File: config.mk
export PLATFORM = sky130hd
export DESIGN_NAME = lnk_poll_master
export DESIGN_NICKNAME = d
export VERILOG_FILES = /design/src/rtl/lnk_pkg.sv /design/src/rtl/lnk_rst_sync.sv /design/src/rtl/lnk_reply_timer.sv /design/src/rtl/lnk_slave_track.sv /design/src/rtl/lnk_poll_master.sv
export SDC_FILE = /design/constraint.sdc
export NUM_CORES = 1
export LEC_CHECK = 0
export BUFFER_PORTS_ARGS = -buffer_cell sky130_fd_sc_hd__buf_2
export CORE_UTILIZATION = 35
export CTS_CLUSTER_DIAMETER = 100
export DETAILED_ROUTE_END_ITERATION = 6
export PLACE_DENSITY = 0.56
export SYNTH_ARGS = -nofsm -noshare
export SYNTH_HDL_FRONTEND = slang
export SYNTH_SLANG_ARGS = --single-unit
File: constraint.sdc
create_clock -name clk -period 2.5 [get_ports clk]
set_input_delay 0.375 -clock clk [delete_from_list [all_inputs] [get_ports clk]]
set_output_delay 0.375 -clock clk [all_outputs]
set_load 0.005 [all_outputs]
File: src/rtl/lnk_pkg.sv
package lnk_pkg;

  localparam int NSLV = 2;

  typedef enum logic [3:0] {
    CMD_NONE        = 4'h0,
    CMD_FRAME_START = 4'h1,
    CMD_POLL        = 4'h5,
    CMD_NODATA      = 4'h6,
    CMD_REBOOT      = 4'h7,
    CMD_ACK_ROOM    = 4'h8,
    CMD_ACK_FULL    = 4'h9,
    CMD_ACK_ERR     = 4'hA,
    CMD_LINK_RESET  = 4'hB,
    CMD_ROOM_QUERY  = 4'hC,
    CMD_READY       = 4'hF
  } lnk_cmd_e;

  typedef enum logic [1:0] {
    ST_PICK = 2'd0,
    ST_WAIT = 2'd1,
    ST_XMIT = 2'd2,
    ST_RECV = 2'd3
  } lnk_state_e;

  // Which command the awaited reply belongs to
  typedef enum logic [1:0] {
    K_LINK  = 2'd0,
    K_POLL  = 2'd1,
    K_FRAME = 2'd2,
    K_QUERY = 2'd3
  } lnk_kind_e;

endpackage

File: src/rtl/lnk_rst_sync.sv
module lnk_rst_sync (
  input  logic clk,
  input  logic rst_n,
  output logic rst_sync_n
);
  logic meta_q;

  always_ff @(posedge clk or negedge rst_n) begin
    if (!rst_n) begin
      meta_q     <= 1'b0;
      rst_sync_n <= 1'b0;
    end else begin
      meta_q     <= 1'b1;
      rst_sync_n <= meta_q;
    end
  end
endmodule

File: src/rtl/lnk_reply_timer.sv
module lnk_reply_timer #(
  parameter int TIMEOUT_CYC = 12500
) (
  input  logic clk,
  input  logic rst_n,
  input  logic clr,
  output logic expired
);
  localparam int TW = $clog2(TIMEOUT_CYC + 1);

  logic [TW-1:0] cnt_q, cnt_d;

  assign expired = (cnt_q == TW'(TIMEOUT_CYC - 1));

  always_comb begin
    cnt_d = cnt_q;
    if (clr)          cnt_d = '0;
    else if (!expired) cnt_d = cnt_q + 1'b1;
  end

  always_ff @(posedge clk or negedge rst_n) begin
    if (!rst_n) cnt_q <= '0;
    else        cnt_q <= cnt_d;
  end
endmodule

File: src/rtl/lnk_slave_track.sv
module lnk_slave_track #(
  parameter int RETRY_CYC  = 250000,
  parameter int MISS_LIMIT = 8
) (
  input  logic clk,
  input  logic rst_n,
  input  logic ev_reset_sent,
  input  logic ev_reboot,
  input  logic ev_ready,
  input  logic ev_hit,
  input  logic ev_full,
  input  logic ev_room,
  input  logic ev_miss,
  output logic up,
  output logic full,
  output logic due
);
  localparam int RW = $clog2(RETRY_CYC + 1);
  localparam int MW = $clog2(MISS_LIMIT + 1);

  logic [RW-1:0] rty_q, rty_d;
  logic [MW-1:0] miss_q, miss_d;
  logic          up_d, full_d;

  assign due = (rty_q == '0);

  always_comb begin
    up_d   = up;
    full_d = full;
    miss_d = miss_q;
    if (ev_reboot) begin
      up_d   = 1'b0;
      full_d = 1'b0;
      miss_d = '0;
    end else if (ev_ready) begin
      up_d   = 1'b1;
      full_d = 1'b0;
      miss_d = '0;
    end else if (ev_miss && up) begin
      if (miss_q == MW'(MISS_LIMIT - 1)) begin
        up_d   = 1'b0;
        full_d = 1'b0;
        miss_d = '0;
      end else begin
        miss_d = miss_q + 1'b1;
      end
    end else begin
      if (ev_hit)  miss_d = '0;
      if (ev_full) full_d = 1'b1;
      if (ev_room) full_d = 1'b0;
    end
  end

  always_comb begin
    rty_d = rty_q;
    if (ev_reset_sent || ev_reboot) rty_d = RW'(RETRY_CYC - 1);
    else if (!due)                  rty_d = rty_q - 1'b1;
  end

  always_ff @(posedge clk or negedge rst_n) begin
    if (!rst_n) begin
      up     <= 1'b0;
      full   <= 1'b0;
      miss_q <= '0;
      rty_q  <= '0;
    end else begin
      up     <= up_d;
      full   <= full_d;
      miss_q <= miss_d;
      rty_q  <= rty_d;
    end
  end
endmodule

File: src/rtl/lnk_poll_master.sv
module lnk_poll_master
  import lnk_pkg::*;
#(
  parameter int TIMEOUT_CYC = 12500,
  parameter int RETRY_CYC   = 250000,
  parameter int MISS_LIMIT  = 8
) (
  input  logic       clk,
  input  logic       rst_n,
  input  logic       rx_valid,
  input  logic       rx_slave,
  input  logic [3:0] rx_cmd,
  input  logic [1:0] tx_req,
  input  logic       tx_done,
  input  logic       rx_done,
  output logic       cmd_valid,
  output logic [3:0] cmd_code,
  output logic       tx_start,
  output logic       rx_accept,
  output logic       tx_release,
  output logic       slv
);
  logic rst_q_n;
  lnk_rst_sync u_rst (.clk(clk), .rst_n(rst_n), .rst_sync_n(rst_q_n));

  lnk_state_e st_q, st_d;
  lnk_kind_e  kind_q, kind_d;
  logic       cur_q, cur_d;
  logic [NSLV-1:0] up, full, due;
  logic       expired, hit, known, fin;
  logic       do_cmd, do_tx, do_acc, do_rel;
  lnk_cmd_e   code;
  logic       ev_reset_sent, ev_reboot, ev_ready, ev_hit, ev_full, ev_room, ev_miss;

  lnk_reply_timer #(.TIMEOUT_CYC(TIMEOUT_CYC)) u_tmr (
    .clk(clk), .rst_n(rst_q_n), .clr(st_q != ST_WAIT), .expired(expired)
  );

  for (genvar g = 0; g < NSLV; g++) begin : g_slv
    logic sel;
    assign sel = (cur_q == 1'(g));
    lnk_slave_track #(.RETRY_CYC(RETRY_CYC), .MISS_LIMIT(MISS_LIMIT)) u_trk (
      .clk(clk), .rst_n(rst_q_n),
      .ev_reset_sent(ev_reset_sent & sel), .ev_reboot(ev_reboot & sel),
      .ev_ready(ev_ready & sel), .ev_hit(ev_hit & sel),
      .ev_full(ev_full & sel), .ev_room(ev_room & sel), .ev_miss(ev_miss & sel),
      .up(up[g]), .full(full[g]), .due(due[g])
    );
  end

  assign hit = rx_valid && (rx_slave == cur_q);

  always_comb begin
    st_d = st_q; kind_d = kind_q; cur_d = cur_q;
    do_cmd = 1'b0; do_tx = 1'b0; do_acc = 1'b0; do_rel = 1'b0;
    code = CMD_NONE; known = 1'b0; fin = 1'b0;
    ev_reset_sent = 1'b0; ev_reboot = 1'b0; ev_ready = 1'b0; ev_hit = 1'b0;
    ev_full = 1'b0; ev_room = 1'b0; ev_miss = 1'b0;
    case (st_q)
      ST_PICK: begin
        if (!up[cur_q]) begin
          if (due[cur_q]) begin
            do_cmd = 1'b1; code = CMD_LINK_RESET; ev_reset_sent = 1'b1;
            kind_d = K_LINK; st_d = ST_WAIT;
          end else begin
            cur_d = ~cur_q;
          end
        end else if (full[cur_q]) begin
          do_cmd = 1'b1; code = CMD_ROOM_QUERY; kind_d = K_QUERY; st_d = ST_WAIT;
        end else if (tx_req[cur_q]) begin
          do_tx = 1'b1; st_d = ST_XMIT;
        end else begin
          do_cmd = 1'b1; code = CMD_POLL; kind_d = K_POLL; st_d = ST_WAIT;
        end
      end
      ST_XMIT: begin
        if (tx_done) begin
          kind_d = K_FRAME; st_d = ST_WAIT;
        end
      end
      ST_WAIT: begin
        if (hit) begin
          case (kind_q)
            K_LINK:
              if (rx_cmd == CMD_READY) begin known = 1'b1; ev_ready = 1'b1; end
            K_POLL:
              if (rx_cmd == CMD_NODATA) begin known = 1'b1; ev_hit = 1'b1; end
              else if (rx_cmd == CMD_FRAME_START) begin
                known = 1'b1; ev_hit = 1'b1; do_acc = 1'b1;
              end else if (rx_cmd == CMD_REBOOT) begin known = 1'b1; ev_reboot = 1'b1; end
            K_FRAME:
              if (rx_cmd == CMD_ACK_ROOM) begin known = 1'b1; ev_hit = 1'b1; do_rel = 1'b1; end
              else if (rx_cmd == CMD_ACK_FULL) begin
                known = 1'b1; ev_hit = 1'b1; ev_full = 1'b1; do_rel = 1'b1;
              end else if (rx_cmd == CMD_ACK_ERR) begin known = 1'b1; ev_hit = 1'b1; end
            default:
              if (rx_cmd == CMD_ACK_ROOM) begin known = 1'b1; ev_hit = 1'b1; ev_room = 1'b1; end
              else if (rx_cmd == CMD_ACK_FULL) begin
                known = 1'b1; ev_hit = 1'b1; ev_full = 1'b1;
              end
          endcase
        end
        if (known) begin
          if (do_acc) st_d = ST_RECV;
          else        fin = 1'b1;
        end else if (expired) begin
          ev_miss = 1'b1; fin = 1'b1;
        end
      end
      default: begin
        if (rx_done) fin = 1'b1;
      end
    endcase
    if (fin) begin
      st_d  = ST_PICK;
      cur_d = ~cur_q;
    end
  end

  always_ff @(posedge clk or negedge rst_q_n) begin
    if (!rst_q_n) begin
      st_q       <= ST_PICK;
      kind_q     <= K_LINK;
      cur_q      <= 1'b0;
      cmd_valid  <= 1'b0;
      cmd_code   <= 4'h0;
      tx_start   <= 1'b0;
      rx_accept  <= 1'b0;
      tx_release <= 1'b0;
      slv        <= 1'b0;
    end else begin
      st_q       <= st_d;
      kind_q     <= kind_d;
      cur_q      <= cur_d;
      cmd_valid  <= do_cmd;
      cmd_code   <= code;
      tx_start   <= do_tx;
      rx_accept  <= do_acc;
      tx_release <= do_rel;
      slv        <= cur_q;
    end
  end
endmodule

==> impl_summary.md, run 1 <==
Global route
The overall global routing resource usage is 0.157. The remaining global-route overflow is 0. Entering global routing, the biggest net connects 47 pins. The initial antenna violation count was 0. The via count of the first global-routing pass was 3142. The first global-routing pass estimated 14.7 mm of wire.

Yosys
The largest family of logic cells by synthesized area is simple AND/OR/NAND/NOR gates. Of the total synthesized cell area, the portion taken by XOR and XNOR cells is 0.0715. The share of the synthesized area in compound gates (AO/OA/AOI/OAI) is 0.122.

The count of warnings emitted by yosys is 0. By area the synthesized netlist is led by sky130_fd_sc_hd__dfrtp_1 48%, sky130_fd_sc_hd__nand2_1 5.3%, sky130_fd_sc_hd__nor2_1 5.1%. The number of synthesized flops with an enable pin is 0. In the synthesized netlist the dominant register cell turns out to be sky130_fd_sc_hd__dfrtp_1.

The simple-gate share of the synthesized area is 0.253. For this run, the register share of the synthesized area comes to 0.483. A synthesized cell averages 9.38 sq um. The post-synthesis adder-cell area fraction is 0.0279.

Summed over all instances, the cell type with the most area after synthesis is sky130_fd_sc_hd__dfrtp_1. The mux cell area share after synthesis is 0.0130. The netlist area before placement is 0.00404 sq mm. The post-synth net total is 452. Counting flops and latches in the post-synthesis netlist gives 78. The proportion of netlist area held by the largest area contributor is 0.483. For this run, asynchronously set or reset flops after synthesis account for 1.00. The unique cell type count in the Yosys netlist is 54. Counting every instance in the synthesized netlist gives 431.

Timing
Setup repair after global routing could not meet its margin everywhere. The tightest slew margin relative to the limit is 0.534. On the final layout, the worst clock skew is 0.00949 ns. The worst-margin pin slew is 0.694 ns. The number of hold-slack violations in the final timing report is 0.

The worst setup margin is 0.0106 ns. Across all hold checks on the routed design, the worst slack comes to 0.349 ns. The final max-slew violation count is 0.

The shortest clock period the worst path allows after layout is 2.49 ns. The setup total negative slack is 0 ns. For this run, the top clock speed supported by timing is 0.402 GHz. Setup violations remaining at the end of the flow were counted as 0. The final clock period utilization by the worst path is 0.996.

Routing
The wire length per cell after detailed routing is 13.9 microns. The DRC marker count from the first detailed-route iteration is 131. The count of nets left with antenna violations after detail routing is 0. The via density per instance is 5.16. After detailed routing, the number of remaining DRC violations is 0. The vias after detailed routing is 3205.

The first TritonRoute pass finished after 4 iterations. For this block, the routed nets add up to 8.64 mm of wire.

Setup path
The kind of critical path is register to register. The largest fanout on the critical path is 5. For the worst setup path, the data arrival time is 2.69 ns. For flop-to-flop paths, the worst setup slack is 0.01 ns. Data on the critical path is required at its endpoint by 2.70 ns.

The worst setup path is captured at a register. The worst setup path is launched from a register. The number of cell instances on the worst register-to-register path is 7.

CTS
Clock tree synthesis selected as its root buffer the cell sky130_fd_sc_hd__clkbuf_16. The longest clock path from root to sink contains 2 buffers. The TritonCTS buffer count is 9. The latest clock arrival within the worst-skew pair is 0.33 ns. The clock transition at the registers of the reported paths is 0.06 ns.

The number of sinks handled by clock tree synthesis is 78. TritonCTS built the clock tree. The H-tree depth is 3.

Floorplan
The starting density of the core is 0.366. Row generation in the floorplan step produced 38 rows. The horizontal extent of the die is 109 microns. The floorplan step defined a core boundary enclosing 0.0110 sq mm. 21 I/O pins were placed. The die area is 0.0120 sq mm. The floorplan step set the die height to 109 microns.

Finish
Relative to the synthesized area, the layout overhead comes to 18.5%. Of the cells placed in the final design, the portion with a size suffix greater than 1 is 0.150. In the final design database the tool counted 497 nets. The repair_antennas step left the layout with diodes totalling 0.

Min path
In this run the worst hold path is classified as input port to async pin.

Placed design
Routability-driven placement finished with a final weighted congestion of 0.838. The worst-case setup slack after placement is 0.0306 ns. The count of buffers added on input and output ports is 20. Once detailed placement completed, the half-perimeter wirelength came to 6.21 mm.

Pwr
Summed over all cells, the static leakage comes to 1.97 nW. The total power density per cell area is 879 mW/mm^2. The design draws 4.21 mW. The worst vdd rail ir drop is 0.000406 V.

Run status
The flow ran to the end, and the final reports show no timing, DRC or antenna violations.

Run
Max-cap violations in this run came to 0.
==> worst max-delay path: stages, from the launching register on <==
cell                       delay (ns)
sky130_fd_sc_hd__dfrtp_1         0.38
sky130_fd_sc_hd__or4_4           0.55
sky130_fd_sc_hd__or3_4           0.34
sky130_fd_sc_hd__or3_4           0.42
sky130_fd_sc_hd__mux2i_4         0.19
sky130_fd_sc_hd__o211ai_1        0.18
sky130_fd_sc_hd__and3b_1         0.25
sky130_fd_sc_hd__a211oi_1        0.05
==> power by group <==
group / total (mW) / switching [mW] / leakage, nW / internal [mW]
clock: 1.25 / 0.472 / 0.143 / 0.782
combinational: 1.18 / 0.657 / 0.906 / 0.521
sequential: 1.78 / 0.263 / 0.925 / 1.52
total: 4.21 / 1.39 / 1.97 / 2.82
==> metrics by stage <==
step                cells  instance area (sq um)   util
floorplan             431                   4040      -
global placement      601                   4440  0.403
detailed placement    601                   4440  0.403
CTS                   618                   4740  0.430
global route          621                   4790  0.434
finish                621                   4790  0.434
==> flip-flops by register name, summed over array words and instances (netlist names), 2 cells and up <==
name,flops
cmd_code,4
g_slv.u_trk.rty_q,36
st_q,2
kind_q,2
g_slv.u_trk.miss_q,8
g_slv.u_trk.up,2
u_tmr.cnt_q,14
g_slv.u_trk.full,2
==> placed cells by master, fill, tap and decap left out, types with 4 or more instances in the layout <==
master / synthesis / layout
sky130_fd_sc_hd__nand3_1: 13 / 12
sky130_fd_sc_hd__xnor2_1: 20 / 20
sky130_fd_sc_hd__o21ai_0: 17 / 17
sky130_fd_sc_hd__o211ai_1: 6 / 6
sky130_fd_sc_hd__nand2b_1: 9 / 9
sky130_fd_sc_hd__or3_1: 9 / 8
sky130_fd_sc_hd__nand2_1: 57 / 56
sky130_fd_sc_hd__inv_1: 18 / 18
sky130_fd_sc_hd__a21o_1: 5 / 5
sky130_fd_sc_hd__clkbuf_8: 0 / 4
sky130_fd_sc_hd__nor3_1: 15 / 15
sky130_fd_sc_hd__dfrtp_1: 78 / 77
sky130_fd_sc_hd__nor2_1: 55 / 55
sky130_fd_sc_hd__clkbuf_16: 0 / 9
sky130_fd_sc_hd__o31ai_1: 7 / 7
sky130_fd_sc_hd__nor4_1: 11 / 11
sky130_fd_sc_hd__or2_2: 4 / 4
sky130_fd_sc_hd__ha_1: 9 / 9
sky130_fd_sc_hd__nand3b_1: 4 / 4
sky130_fd_sc_hd__xor2_1: 13 / 13
sky130_fd_sc_hd__buf_2: 2 / 20
sky130_fd_sc_hd__a21oi_1: 14 / 14
sky130_fd_sc_hd__buf_4: 0 / 18
sky130_fd_sc_hd__or4_1: 4 / 4
==> area by class of cell <==
class / count / area, sq um
Fill cell: 1079 / 6240
Multi-Input combinational cell: 325 / 1990
Sequential cell: 78 / 1960
Timing Repair Buffer: 42 / 305
Clock buffer: 16 / 292
Tap cell: 140 / 175
Inverter: 20 / 75.1
==> cells in the mapped netlist, drive strengths merged (10+ instances only) <==
cell,count
xor2,13
nor4,11
o21ai,19
a21oi,14
xnor2,20
nor2,55
nor3,16
nand3,13
or3,10
dfrtp,78
nand2,57
inv,18
==> worst paths after layout <==
check,from,to
max in group asynchronous,u_rst.rst_sync_n$_DFF_PN0_,cmd_code[2]$_DFF_PN0_
setup reg to reg,g_slv[1].u_trk.rty_q[14]$_DFFE_PN0P_,st_q[1]$_DFFE_PN0P_
min in group clk,u_rst.meta_q$_DFF_PN0_,u_rst.rst_sync_n$_DFF_PN0_
setup / recovery,g_slv[1].u_trk.rty_q[14]$_DFFE_PN0P_,st_q[1]$_DFFE_PN0P_
hold reg to reg,u_rst.meta_q$_DFF_PN0_,u_rst.rst_sync_n$_DFF_PN0_
hold / removal,rst_n,u_rst.rst_sync_n$_DFF_PN0_
==> cell families after synthesis <==
family,count (synthesis)
fa+ha+maj,9
other cells,1
compound gates,74
flops,78
simple gates,204
mux,4
xor+xnor,33
buf+inv,28
==> layer usage <==
| layer | routed length [microns] | up-vias | global-route usage |
|---|---|---|---|
| li1 | - | 1609 | - |
| met5 | 0 | - | 0 |
| met3 | 229 | 11 | 0.0350 |
| met4 | 109 | 0 | 0.0486 |
| met2 | 4200 | 31 | 0.268 |
| met1 | 4100 | 1554 | 0.197 |
==> what timing repair did <==
action,CTS,global route
hold buffers,1,0
buffers inserted,0,3
endpoints found under the setup margin,0,7
resized for setup,0,4
hold endpoints to repair,2,0
Note: power is estimated with default switching activity, not from simulation.
==> run 2, diff against run 1 <==
--- a/config.mk
+++ b/config.mk
@@ -6,10 +6,10 @@
 export NUM_CORES = 1
 export LEC_CHECK = 0
 export BUFFER_PORTS_ARGS = -buffer_cell sky130_fd_sc_hd__buf_2
-export CORE_UTILIZATION = 35
+export CORE_UTILIZATION = 61
 export CTS_CLUSTER_DIAMETER = 100
 export DETAILED_ROUTE_END_ITERATION = 6
-export PLACE_DENSITY = 0.56
+export PLACE_DENSITY = 0.84
 export SYNTH_ARGS = -nofsm -noshare
 export SYNTH_HDL_FRONTEND = slang
 export SYNTH_SLANG_ARGS = --single-unit
==> impl_summary.md, run 2 (synthesis gave the netlist of run 1 again) <==
Floorplan
The starting density of the core is 0.633 (was 0.366). The number of placed I/O pins is 21 (unchanged). The core outline area is 0.00639 sq mm (was 0.0110 sq mm). The vertical die dimension is 83.4 microns (was 109 microns).

The die area was 0.00695 sq mm (was 0.0120 sq mm). The horizontal extent of the die is 83.4 microns (was 109 microns). The number of standard-cell rows in the floorplan came to 29 (was 38).

Setup path
Critical-path cell list: or4_4 > or3_4 > or3_4 > mux2i_4 > o211ai_1 > and3b_1 > a211oi_1 (unchanged). The required time reported for the critical path endpoint is 2.73 ns (was 2.70 ns). The slowest cell on the critical path is sky130_fd_sc_hd__or4_4 (unchanged). The source of the critical timing path was g_slv[1].u_trk.rty_q[14]$_DFFE_PN0P_ (unchanged). The element type at the critical path start is a register (unchanged). The launching point of the worst reg2reg path is g_slv[1].u_trk.rty_q[14]$_DFFE_PN0P_ (unchanged).

The kind of critical path is register to register (unchanged). The kind of end point of the critical path is a register (unchanged). The largest fanout on the critical path is 7 (was 5).

The number of cell instances on the worst register-to-register path is 7 (unchanged). The destination of the worst register-to-register timing path is st_q[1]$_DFFE_PN0P_ (unchanged). The cell seen most often among critical-path stages is sky130_fd_sc_hd__or3_4 (unchanged). The data arrival time at the worst-slack endpoint came to 2.73 ns (was 2.69 ns). The delay of the slowest cell on the worst path is 0.55 ns (about the same). The reg2reg setup slack came to -0.005 ns (was 0.01 ns).

Placed design
The number of I/O port buffers was 20 (unchanged). The placer congestion estimate is 0.869 (was 0.838). The worst-case setup slack after placement is 0.0406 ns (was 0.0306 ns).

The placed wire-length estimate is 5.81 mm (was 6.21 mm). The post-place instance area was 0.00430 sq mm (was 0.00444 sq mm).

Routing
The count of nets left with antenna violations after detail routing is 0 (unchanged). The via density per instance was 5.87 (was 5.16). The DRC marker count from the first detailed-route iteration is 200 (was 131). The DRC violation count after routing is 0 (unchanged).

The wire length per cell after detailed routing is 14.6 microns (was 13.9 microns). The iteration count of the initial detailed-routing pass was 4 (unchanged). The wire length after detailed routing came to 8.11 mm (was 8.64 mm).

The vias after detailed routing is 3258 (was 3205).

CTS
The H-tree depth was 3 (unchanged). The TritonCTS clock tree is yes (unchanged). The clock transition at the registers of the reported paths is 0.09 ns (was 0.06 ns).

The number of sinks handled by clock tree synthesis is 78 (unchanged). The root cell of the clock tree is sky130_fd_sc_hd__clkbuf_8 (was sky130_fd_sc_hd__clkbuf_16). The latest clock arrival within the worst-skew pair is 0.36 ns (was 0.33 ns). The TritonCTS buffer count is 9 (unchanged).

The maximum buffer depth of the clock tree is 2 (unchanged).

Timing
The number of hold-slack violations in the final timing report is 0 (unchanged). The setup total negative slack is -0.00495 ns (was 0 ns). The tightest slew margin relative to the limit came to 0.562 (was 0.534). The setup clock skew after layout is 0.00859 ns (was 0.00949 ns). The highest attainable clock frequency is 0.399 GHz (was 0.402 GHz). The worst-margin pin slew is 0.653 ns (was 0.694 ns). Setup repair after global routing missed its margin: true (unchanged). The final max-slew violation count was 0 (unchanged). The number of setup violations in the final report is 1 (was 0). The worst setup margin came to -0.00495 ns (was 0.0106 ns). The final clock period utilization by the worst path came to 1.00 (was 0.996).

The shortest clock period the worst path allows after layout is 2.50 ns (was 2.49 ns).

Finish
The register ranked first by flip-flop count is g_slv.u_trk.rty_q (unchanged). The net count reported at finish is 494 (was 497). The total of fill cells in the finished design is 472 (was 1079). The total inserted antenna cells is 0 (unchanged). The leading cell type in the layout, fill and taps excluded is sky130_fd_sc_hd__dfrtp_1 (unchanged). The area overhead of the layout relative to synthesis was 12.7% (was 18.5%).

The number of flip-flops in the largest register is 36 (unchanged). Commonest cells after routing, fill and taps aside: 76 x sky130_fd_sc_hd__dfrtp_1, 56 x sky130_fd_sc_hd__nand2_1, 54 x sky130_fd_sc_hd__nor2_1, 20 x sky130_fd_sc_hd__xnor2_1, 20 x sky130_fd_sc_hd__buf_2 (was 77 x sky130_fd_sc_hd__dfrtp_1, 56 x sky130_fd_sc_hd__nand2_1, 55 x sky130_fd_sc_hd__nor2_1, 20 x sky130_fd_sc_hd__xnor2_1, 20 x sky130_fd_sc_hd__buf_2). Top flop regs: g_slv.u_trk.rty_q (36), u_tmr.cnt_q (14), g_slv.u_trk.miss_q (8) (unchanged). The final instance area is 0.00456 sq mm (was 0.00479 sq mm). The fraction of layout cells with a size suffix above 1 is 0.163 (was 0.150).

Global route
The via count of the first global-routing pass was 3137 (was 3142). The overall global routing resource usage is 0.250 (was 0.157). The largest net degree at the start of global routing is 42 (was 47).

The remaining global-route overflow came to 0 (unchanged). The initial antenna violation count is 0 (unchanged). The first-pass GRT wire length is 13.9 mm (was 14.7 mm).

Min path
The type of the worst min-delay path was register to async pin (was input port to async pin).

Pwr
The total power density per cell area came to 835 mW/mm^2 (was 879 mW/mm^2). The switching component of the power is 1.43 mW (was 1.39 mW). The combinational power share came to 0.303 (was 0.280). The static power due to leakage is 1.90 nW (was 1.97 nW). The part of the power in the clock network is 0.227 (was 0.298). The worst vdd rail ir drop was 0.000549 V (was 0.000406 V). The sequential share of power is 0.469 (was 0.423). The total internal power is 2.38 mW (was 2.82 mW). The share of total power consumed by net switching is 0.375 (was 0.330).

Run status
The final reports fail on setup timing. Outcome: finished with violations (was finished, final reports clean).

Run
The reported max-cap violation count is 0 (unchanged).
run 2: cell count changes in the layout (fill, tap and decap cells not counted), moves of 2 or more:
cell,before,now
sky130_fd_sc_hd__inv_6,0,3
sky130_fd_sc_hd__clkbuf_8,4,9
sky130_fd_sc_hd__dfrtp_2,0,2
sky130_fd_sc_hd__clkbuf_16,9,0
sky130_fd_sc_hd__buf_12,3,0
sky130_fd_sc_hd__clkinv_4,0,2
sky130_fd_sc_hd__o21a_2,0,2
sky130_fd_sc_hd__clkbuf_1,3,0
sky130_fd_sc_hd__o21a_1,3,1
run 2: worst max-delay path, delay by kind of cell (launching register included):
kind	cells	cell delay, ns
and+or+nand+nor	4	1.57
DFF	1	0.39
AOI/OAI and AO/OA	2	0.22
muxes	1	0.19
run 2: repair_timing:
action / 4_1_cts / 5_1_grt
hold buffers: 1 / 0
endpoints found under the hold margin: 2 / 0
setup buffers: 0 / 5
gates resized for setup: 0 / 10
setup endpoints to repair: 0 / 30
run 2: worst max path at each step:
stage / end / slack (ns) / depth (start not counted)
after floorplan: st_q[1]$_DFFE_PN0P_ / 0.10 / 8
after global placement: g_slv[1].u_trk.rty_q[11]$_DFFE_PN0P_ / 0.10 / 7
after detailed placement: g_slv[1].u_trk.rty_q[15]$_DFFE_PN0P_ / 0.04 / 7
after CTS: st_q[1]$_DFFE_PN0P_ / 0.01 / 7
after global routing: st_q[1]$_DFFE_PN0P_ / -0.11 / 7
final: st_q[1]$_DFFE_PN0P_ / -0.005 / 7
run 2: layout make-up:
type | count | area, sq um | share of cell area
multi-input cells | 325 | 2000 | 0.440
clock buffers | 9 | 124 | 0.0272
repair buffers | 39 | 245 | 0.0538
flip-flops and latches | 78 | 1950 | 0.429
well taps | 77 | 96.3 | 0.0211
inverters | 20 | 75.1 | 0.0165
clock inverters | 7 | 56.3 | 0.0124
run 2: stage by stage:
stage | total power, mW | util | hold slack, ns | std cells
2_1_floorplan | 2.59 | - | 0.0794 | 431
3_3_place_gp | 2.85 | 0.673 | 0.116 | 533
3_5_place_dp | 2.92 | 0.673 | 0.117 | 533
4_1_cts | 3.80 | 0.703 | 0.126 | 550
5_1_grt | 4.06 | 0.713 | 0.141 | 555
6_report | 3.81 | 0.713 | 0.119 | 555
run 2: power groups by stage:
stage	Sequential, mW	Combinational (mW)	Clock (mW)
2_1_floorplan	1.73	0.860	0
3_3_place_gp	1.77	1.08	0
3_5_place_dp	1.79	1.13	0
4_1_cts	1.77	1.14	0.892
5_1_grt	1.83	1.31	0.928
6_report	1.79	1.15	0.865
run 2: metal layers:
layer	up-vias	wire length (microns)	track usage
met2	77	3970	0.418
met5	-	0	0
met1	1564	3640	0.320
met3	14	334	0.0417
met4	0	167	0.113
li1	1603	-	-
